[config.mk]
export PLATFORM = sky130hd
export DESIGN_NAME = lvl_irq_ctrl
export DESIGN_NICKNAME = d
export VERILOG_FILES = /design/src/rtl/lvl_irq_pkg.sv /design/src/rtl/lvl_irq_capture.sv /design/src/rtl/lvl_irq_regs.sv /design/src/rtl/lvl_irq_ctrl.sv
export SDC_FILE = /design/constraint.sdc
export NUM_CORES = 1
export LEC_CHECK = 0
export ABC_CLOCK_PERIOD_IN_PS = 3250
export BUFFER_PORTS_ARGS = -buffer_cell sky130_fd_sc_hd__buf_2
export CAP_MARGIN = 20
export CORE_MARGIN = 10
export CORE_UTILIZATION = 30
export DETAILED_ROUTE_END_ITERATION = 10
export PLACE_DENSITY = 0.54
export SYNTH_ARGS = -nofsm -noshare
export SYNTH_HDL_FRONTEND = slang
export SYNTH_SLANG_ARGS = --single-unit
[constraint.sdc]
create_clock -name clk -period 3.25 [get_ports clk]
set_input_delay 0.975 -clock clk [delete_from_list [all_inputs] [get_ports clk]]
set_output_delay 0.975 -clock clk [all_outputs]
set_load 0.05 [all_outputs]
[src/rtl/lvl_irq_pkg.sv]
package lvl_irq_pkg;
  localparam int NUM_SRC = 13;
  localparam int DATA_W  = 16;
  localparam int ADDR_W  = 6;
  localparam int LVL_W   = 4;
  localparam int BIT_W   = $clog2(DATA_W);

  localparam logic [ADDR_W-1:0] OFF_MASK = 6'h00;
  localparam logic [ADDR_W-1:0] OFF_PWR  = 6'h30;
  localparam logic [ADDR_W-1:0] OFF_VER  = 6'h32;
  localparam logic [ADDR_W-1:0] OFF_GPO  = 6'h36;
  localparam logic [DATA_W-1:0] VERSION  = 16'h0010;
  localparam logic [LVL_W-1:0]  IDLE_CODE = '1;

  // status / mask bit that belongs to request source idx
  function automatic logic [BIT_W-1:0] src_bit(input int idx);
    case (idx)
      0:  return 4'd11;
      1:  return 4'd9;
      2:  return 4'd8;
      3:  return 4'd12;
      4:  return 4'd10;
      5:  return 4'd6;
      6:  return 4'd5;
      7:  return 4'd4;
      8:  return 4'd7;
      9:  return 4'd14;
      10: return 4'd13;
      11: return 4'd0;
      default: return 4'd15;
    endcase
  endfunction

  // lowest competing code, complemented; idle gives 0
  function automatic logic [LVL_W-1:0] lvl_encode(input logic [DATA_W-1:0] stat,
                                                  input logic [DATA_W-1:0] msk);
    logic [LVL_W-1:0] code;
    code = IDLE_CODE;
    for (int i = NUM_SRC - 1; i >= 0; i--) begin
      if (stat[src_bit(i)] && msk[src_bit(i)]) code = LVL_W'(i);
    end
    return code ^ IDLE_CODE;
  endfunction
endpackage

[src/rtl/lvl_irq_capture.sv]
module lvl_irq_capture
  import lvl_irq_pkg::*;
(
  input  logic               clk,
  input  logic               rst_n,
  input  logic [NUM_SRC-1:0] irq_req,
  output logic [DATA_W-1:0]  status_d,
  output logic [DATA_W-1:0]  status_q
);
  always_comb begin
    status_d = '0;
    for (int i = 0; i < NUM_SRC; i++) status_d[src_bit(i)] = irq_req[i];
  end

  always_ff @(posedge clk) begin
    if (!rst_n) status_q <= '0;
    else        status_q <= status_d;
  end

  // unmapped status bits never set
  p_unmapped_zero_r1: assert property (@(posedge clk) disable iff (!rst_n)
    status_q[3:1] == 3'b000);
  // level follows the request line one edge later
  p_level_follow_r1: assert property (@(posedge clk) disable iff (!rst_n)
    irq_req[11] |=> status_q[0]);
endmodule

[src/rtl/lvl_irq_regs.sv]
module lvl_irq_regs
  import lvl_irq_pkg::*;
(
  input  logic              clk,
  input  logic              rst_n,
  input  logic              bus_valid,
  input  logic              bus_we,
  input  logic [ADDR_W-1:0] bus_addr,
  input  logic [DATA_W-1:0] bus_wdata,
  output logic [DATA_W-1:0] mask_d,
  output logic [DATA_W-1:0] mask_q,
  output logic [DATA_W-1:0] gpo_q,
  output logic              pwr_pulse,
  output logic [DATA_W-1:0] rdata
);
  logic wr_en, rd_en;
  logic wr_mask, wr_gpo, wr_pwr;
  logic [DATA_W-1:0] rd_mux;

  assign wr_en   = bus_valid && bus_we;
  assign rd_en   = bus_valid && !bus_we;
  assign wr_mask = wr_en && (bus_addr == OFF_MASK);
  assign wr_gpo  = wr_en && (bus_addr == OFF_GPO);
  assign wr_pwr  = wr_en && (bus_addr == OFF_PWR) && bus_wdata[0];
  assign mask_d  = wr_mask ? bus_wdata : mask_q;

  always_comb begin
    case (bus_addr)
      OFF_MASK: rd_mux = mask_q;
      OFF_GPO:  rd_mux = gpo_q;
      OFF_VER:  rd_mux = VERSION;
      default:  rd_mux = '0;
    endcase
  end

  always_ff @(posedge clk) begin
    if (!rst_n) begin
      mask_q    <= '0;
      gpo_q     <= '0;
      pwr_pulse <= 1'b0;
      rdata     <= '0;
    end else begin
      mask_q    <= mask_d;
      if (wr_gpo) gpo_q <= bus_wdata;
      pwr_pulse <= wr_pwr;
      rdata     <= rd_en ? rd_mux : '0;
    end
  end

  // mask moves only on a write to its offset
  p_mask_hold_r6: assert property (@(posedge clk) disable iff (!rst_n)
    !(bus_valid && bus_we && bus_addr == OFF_MASK) |=> $stable(mask_q));
  // version read
  p_version_r8: assert property (@(posedge clk) disable iff (!rst_n)
    (bus_valid && !bus_we && bus_addr == OFF_VER) |=> rdata == 16'h0010);
  // strobe is one cycle wide
  p_pulse_single_r9: assert property (@(posedge clk) disable iff (!rst_n)
    pwr_pulse |=> !pwr_pulse);
  // strobe only after a qualifying write
  p_pulse_cause_r9: assert property (@(posedge clk) disable iff (!rst_n)
    !(bus_valid && bus_we && bus_addr == OFF_PWR && bus_wdata[0]) |=> !pwr_pulse);
  // no read, no data
  p_rdata_idle_r11: assert property (@(posedge clk) disable iff (!rst_n)
    !(bus_valid && !bus_we) |=> rdata == '0);
endmodule

[src/rtl/lvl_irq_ctrl.sv]
module lvl_irq_ctrl
  import lvl_irq_pkg::*;
(
  input  logic               clk,
  input  logic               rst_n,
  input  logic [NUM_SRC-1:0] irq_req,
  input  logic               bus_valid,
  input  logic               bus_we,
  input  logic [ADDR_W-1:0]  bus_addr,
  input  logic [DATA_W-1:0]  bus_wdata,
  output logic [DATA_W-1:0]  bus_rdata,
  output logic [LVL_W-1:0]   irl_out,
  output logic [DATA_W-1:0]  gpo,
  output logic               pwr_off_pulse
);
  logic [DATA_W-1:0] status_d, status_q;
  logic [DATA_W-1:0] mask_d, mask_q;
  logic [LVL_W-1:0]  irl_q;

  lvl_irq_capture u_capture (
    .clk      (clk),
    .rst_n    (rst_n),
    .irq_req  (irq_req),
    .status_d (status_d),
    .status_q (status_q)
  );

  lvl_irq_regs u_regs (
    .clk       (clk),
    .rst_n     (rst_n),
    .bus_valid (bus_valid),
    .bus_we    (bus_we),
    .bus_addr  (bus_addr),
    .bus_wdata (bus_wdata),
    .mask_d    (mask_d),
    .mask_q    (mask_q),
    .gpo_q     (gpo),
    .pwr_pulse (pwr_off_pulse),
    .rdata     (bus_rdata)
  );

  // encode from next-state values so the level lands on the same edge
  always_ff @(posedge clk) begin
    if (!rst_n) irl_q <= '0;
    else        irl_q <= lvl_encode(status_d, mask_d);
  end
  assign irl_out = irl_q;

  // nothing enabled and pending means idle output
  p_out_idle_r3: assert property (@(posedge clk) disable iff (!rst_n)
    ((status_q & mask_q) == '0) |-> irl_out == '0);
  // source 0 (bit 11) beats every other source
  p_top_src_r2: assert property (@(posedge clk) disable iff (!rst_n)
    (status_q[11] && mask_q[11]) |-> irl_out == 4'hF);
  // source 12 (bit 15) alone gives level 3
  p_low_src_r2: assert property (@(posedge clk) disable iff (!rst_n)
    ((status_q & mask_q) == 16'h8000) |-> irl_out == 4'h3);
endmodule

# [Word level (Yosys, flattened, before mapping)]
# Index checks and enable logic that the tools add are counted.
[op_classes] n_addsub=0 multipliers=0 div=0 order_cmp=13 n_eq_ne=3 n_shift=0 muxes=81 bitwise=1 n_reduce_logical=22
[op_table] op="$bmux W1 S4" n=26
[op_table] op="$mux W4" n=26
[op_table] op="$lt A4 B5 Y1 const B" n=13
[op_table] op="$pmux W16 S3" n=1
[op_table] op="$mux W1" n=26
[op_table] op="$logic_and A1 B1 Y1" n=19
[op_table] op="$eq A6 B6 Y1 const B" n=3
[op_table] op="$mux W16" n=1
[op_table] op="$logic_not A6 Y1" n=1
[op_table] op="$not A4 Y4" n=1
[op_table] op="$mux W2" n=1
[op_table] op="$reduce_and A2 Y1" n=1
[op_table] op="$logic_not A1 Y1" n=1
[word_totals] ff_bits=53 latch_bits=0 mem_bits_rw=0 mem_bits_ro=0 input_bits=39 out_inout_bits=37 memories=0

# [Depth between registers and ports, before layout]
[logic_depth] word_depth=21 mapped_depth=7

# [Cells and area by module]
# Synthesis repeated with hierarchy kept, for this count alone.
[hier_totals] hier_cells=304 area_unflattened_um2=2919.0
[modules_own_cells] module="lvl_irq_regs" instances=1 cells_per_inst=220 area_per_inst_um2=2133.3
[modules_own_cells] module="lvl_irq_capture" instances=1 cells_per_inst=47 area_per_inst_um2=510.5
[modules_own_cells] module="lvl_irq_ctrl" instances=1 cells_per_inst=37 area_per_inst_um2=275.3

# [Worst setup path after synthesis]
# Ideal clock, no wire load.
[synth_timing] kind="in2reg" startpoint="input port bus_addr[1]" endpoint="register irl_q[1] (netlist: irl_out[1])" arrival_time_ns=2.375 required_ns=3.155 slack_ns=0.780 cell_stages=7 path_buffers=1 path_cell_list="nor4_4 and2_1 buf_2 mux2i_1 nor2_1 a311o_1 a221oi_1"
[synth_between] elab_chain_cells=21 word_cells_on_any_way=57
[synth_lines] element="start, declared" line_no="lvl_irq_ctrl.sv:9" rtl="input logic [ADDR_W-1:0] bus_addr,"
[synth_lines] element="$logic_not A6 Y1 (*)" line_no="lvl_irq_regs.sv:22" rtl="assign wr_mask = wr_en && (bus_addr == OFF_MASK);"
[synth_lines] element="$logic_and A1 B1 Y1 (*)" line_no="lvl_irq_regs.sv:22"
[synth_lines] element="$mux W16 (*)" line_no="lvl_irq_regs.sv:25" rtl="assign mask_d = wr_mask ? bus_wdata : mask_q;"
[synth_lines] element="$bmux W1 S4" line_no="lvl_irq_pkg.sv:40" rtl="if (stat[src_bit(i)] && msk[src_bit(i)]) code = LVL_W'(i);"
[synth_lines] element="$mux W1 (not written as such)" line_no="lvl_irq_pkg.sv:40"
[synth_lines] element="$logic_and A1 B1 Y1" line_no="lvl_irq_pkg.sv:40"
[synth_lines] element="$mux W2" line_no="lvl_irq_pkg.sv:40"
[synth_lines] element="$mux W4 (11 in a row)" line_no="lvl_irq_pkg.sv:40"
[synth_lines] element="$mux W4 (*)" line_no="lvl_irq_pkg.sv:40"
[synth_lines] element="$mux W4 (*)" line_no="lvl_irq_ctrl.sv:44" rtl="if (!rst_n) irl_q <= '0;"
[synth_lines] element="$not A4 Y4 (no source line) (*)"
[synth_lines] element="end signal, assigned" line_no="lvl_irq_ctrl.sv:45" rtl="else irl_q <= lvl_encode(status_d, mask_d);"
[synth_lines] element="end, declared" line_no="lvl_irq_ctrl.sv:18" rtl="logic [LVL_W-1:0] irl_q;"
# Mark *: on every way between the ends. The rest lies on a longest branch, timed or not. The select of a mux whose other input is x is not followed.
# A chain may end at the register's enable or synchronous reset.

# [Worst setup path in the final report]
[layout_timing] startpoint="input port bus_addr[1]" endpoint="register irl_q[2] (netlist: irl_out[2])"
[layout_between] elab_chain_cells=20 word_cells_on_any_way=53
[layout_lines] element="$logic_not A6 Y1 (*)" line_no="lvl_irq_regs.sv:22"
[layout_lines] element="$logic_and A1 B1 Y1 (*)" line_no="lvl_irq_regs.sv:22"
[layout_lines] element="$mux W16 (*)" line_no="lvl_irq_regs.sv:25"
[layout_lines] element="$bmux W1 S4" line_no="lvl_irq_pkg.sv:40"
[layout_lines] element="$mux W1 (not written as such)" line_no="lvl_irq_pkg.sv:40"
[layout_lines] element="$logic_and A1 B1 Y1" line_no="lvl_irq_pkg.sv:40"
[layout_lines] element="$mux W4 (11 in a row)" line_no="lvl_irq_pkg.sv:40"
[layout_lines] element="$mux W4 (*)" line_no="lvl_irq_pkg.sv:40"
[layout_lines] element="$mux W4 (*)" line_no="lvl_irq_ctrl.sv:44"
[layout_lines] element="$not A4 Y4 (no source line) (*)"
# Marked as above.

==> impl_metrics.env <==
export IMPL_grtUsageTotal=0.1197
export IMPL_netlist_area_sq_um=2211
export IMPL_setup_tns_final_ps=0
export IMPL_synth_area_per_cell_sq_um=8.312
export IMPL_place_hpwl_mm=5.297
export IMPL_placedInstanceArea_sq_um=2713
export IMPL_cts_max_path_buffers=2
export IMPL_postSynth_topFlopCell="dfxtp_1"
export IMPL_route_vias_total=2146
export IMPL_max_slew_margin_rel=0.5963
export IMPL_post_synth_main_area_contributors="dfxtp_1 48%, nand2_1 12%, a21oi_1 7.0%, a22oi_1 6.1%, nor2_1 4.4%"
export IMPL_combinational_family_with_the_most_area_after_synthesis="simple AND/OR/NAND/NOR gates"
export IMPL_max_vdd_ir_drop_mv=0.1840
export IMPL_max_clock_freq_mhz=392.3
export IMPL_finalHoldViolations=0
export IMPL_insertion_delay_ps=310
export IMPL_number_of_global_route_vias_before_repair=2104
export IMPL_yosys_area_share_adder=0
export IMPL_port_buffers=75
export IMPL_cts_hold_buf=0
export IMPL_tritoncts_buffers=5
export IMPL_clock_sinks=53
export IMPL_synth_compound_area_frac=0.1754
export IMPL_run_status="finished, final reports clean"
export IMPL_fp_dieH_um=105.8
export IMPL_synthMostInstantiatedCell="nand2_1"
export IMPL_clock_tree_root_cell="clkbuf_8"
export IMPL_synth_xor_area_share=0
export IMPL_final_worst_path_period_need_ps=2549
export IMPL_drv_cap=0
export IMPL_yosys_top_cells_count="68 x nand2_1, 53 x dfxtp_1, 31 x a21oi_1"
export IMPL_max_slew_worst_pin_slew_ps=604.9
export IMPL_drive_above_1_share=0.2878
export IMPL_ys_seq_area_frac=0.4799
export IMPL_drc_errors=0
export IMPL_endpoint_kind_of_the_worst_setup_timing_path="register"
export IMPL_postCtsSetupRepairBufs=0
export IMPL_timing_hold_ws_ps=464.5
export IMPL_detail_route_wl_per_cell_um=15.51
export IMPL_proportion_of_register_bits_with_asynchronous_set_or_reset_after_synthesis=0
export IMPL_num_rows=31
export IMPL_post_synth_and_or_nand_nor_area_fraction=0.2547
export IMPL_rsz_0062_raised_after_global_routing="false"
export IMPL_p_per_area_nw_per_um2=420.8
export IMPL_path_max_fanout=13
export IMPL_setup_ws_ps=701.1
export IMPL_area_share_of_the_largest_cell_type_after_synthesis=0.4799
export IMPL_synth_edf_count=0
export IMPL_grt_overflow_total=0
export IMPL_setup_viol_count_final=0
export IMPL_final_net_count=382
export IMPL_routed_wl_mm=6.873
export IMPL_via_per_inst=4.844
export IMPL_critical_path_required_ps=3460
export IMPL_cp_data_arrival_time_ps=2760
export IMPL_grt_max_degree=19
export IMPL_die_width_um=105.8
export IMPL_startpoint_type="input port"
export IMPL_synthMuxAreaShare=0.05659
export IMPL_placed_cells_incl_taps=435
export IMPL_tritoncts="yes"
export IMPL_lkg_pwr_uw=0.001177
export IMPL_cts_reportedPaths_clkPinSlew_ps=100
export IMPL_fp_dieArea_sq_um=11200
export IMPL_clock_tree_htree_level_count=2
export IMPL_fin_skew_ps=8.692
export IMPL_pre_cts_setup_slack_ps=356.0
export IMPL_wire_length_of_the_first_global_routing_pass_mm=10.79
export IMPL_syn_instance_count=266
export IMPL_final_cells=443
export IMPL_timing_final_crit_share=0.7843
export IMPL_num_antenna_cells=0
export IMPL_postRouteAntennaNets=0
export IMPL_area_growth_synth_to_final_pct=28.13
export IMPL_drt_first_iter_violations=91
export IMPL_post_cts_resized=0
export IMPL_finish_instance_area_sq_um=2833
export IMPL_initial_utilization=0.3065
export IMPL_yosysWarningCount=0
export IMPL_num_io_pins=76
export IMPL_synth_seq_cells=53
export IMPL_finalWeightedCongestion=0.8322
export IMPL_worstHoldPathType="reg2reg"
export IMPL_slew_violations=0
export IMPL_firstDrtPassIters=4
export IMPL_synth_net_count=305
export IMPL_timing_setup_critical_path_class="in2reg"
export IMPL_core_sq_um=7214
export IMPL_synth_top_cell_by_area="dfxtp_1"
export IMPL_antenna_found_initial=0
export IMPL_synth_distinct_cells=38
## placed cells by master, fill, tap and decap left out
cell type   instances
a211oi_1            1
a21oi_1            31
a221oi_1            2
a22o_1              1
a22oi_1            18
a311o_1             1
a31o_1              1
a31oi_1             1
a32o_1              1
and2_1              3
and3_1              1
and4bb_1            1
buf_2              75
buf_4               7
bufinv_16           1
clkbuf_8            6
clkinvlp_4          1
dfxtp_1            53
inv_1               5
mux2_2              2
mux2i_1             8
mux2i_4             1
nand2_1            68
nand2_2             1
nand2b_1            1
nand3_1             9
nand4_1             2
nand4b_2            1
nor2_1             26
nor2_2              1
nor2b_1             3
nor3_1              2
nor3_2              1
nor3b_1             1
nor3b_2             1
nor4_1              1
nor4_4              1
o21ai_0             2
o2bb2ai_1           1
o311a_1             1
## kinds of logic after synthesis
| family | after synthesis |
|---|---|
| AOI/OAI and AO/OA | 61 |
| muxes | 11 |
| buffers and inverters | 17 |
| DFF | 53 |
| and+or+nand+nor | 124 |
## sequential cells by signal, summed over array words and instances, names as in the netlist
name / cells
u_regs.mask_q: 16
u_regs.rdata: 16
u_regs.pwr_pulse: 1
u_regs.gpo_q: 16
irl_out: 4
## worst paths after layout
| kind | cells after the start | start | slack [ps] | to |
|---|---|---|---|---|
| max | 7 | bus_addr[1] | 700 | irl_out[2] |
| max reg2reg | 6 | u_regs.mask_q[12] | 1730 | irl_out[2] |
| min | 2 | u_regs.mask_q[3] | 460 | u_regs.mask_q[3] |
| min reg2reg | 2 | u_regs.mask_q[3] | 460 | u_regs.mask_q[3] |
## final cells by class
class                           count  area, sq um
Multi-Input combinational cell    196         1081
Sequential cell                    53         1061
Timing Repair Buffer               82        427.9
Clock inverter                      2        37.54
Clock buffer                        6        82.58
Tap cell                           99        123.9
Inverter                            5        18.77
Fill cell                         800         4382
## report_power, final
group | total, uW | switching (uW) | internal (uW)
sequential | 651 | 0.785 | 650
combinational | 72.0 | 45.2 | 26.8
clock | 469 | 218 | 251
## worst max-delay path: stages
cell and delay (ps):
buf_2 120, nor4_4 350, nand2_2 280, mux2_2 380, a221oi_1 360, nor2_1 70, a31o_1 210
## stage by stage
stage,utilization,power (uW)
global placement,0.3760,738.2
detailed placement,0.3760,738.6
finish,0.3926,1192
CTS,0.3926,1208
floorplan,-,690.6
global route,0.3926,1238
## per-layer routing
metal,global-route usage,vias up,part of all wire
met5,0,-,0
met4,0.03772,0,0.015
met3,0.04141,9,0.069
met2,0.1886,62,0.46
met1,0.1499,994,0.45
li1,-,1081,-
No activity file was read; power rests on OpenSTA's default activity.
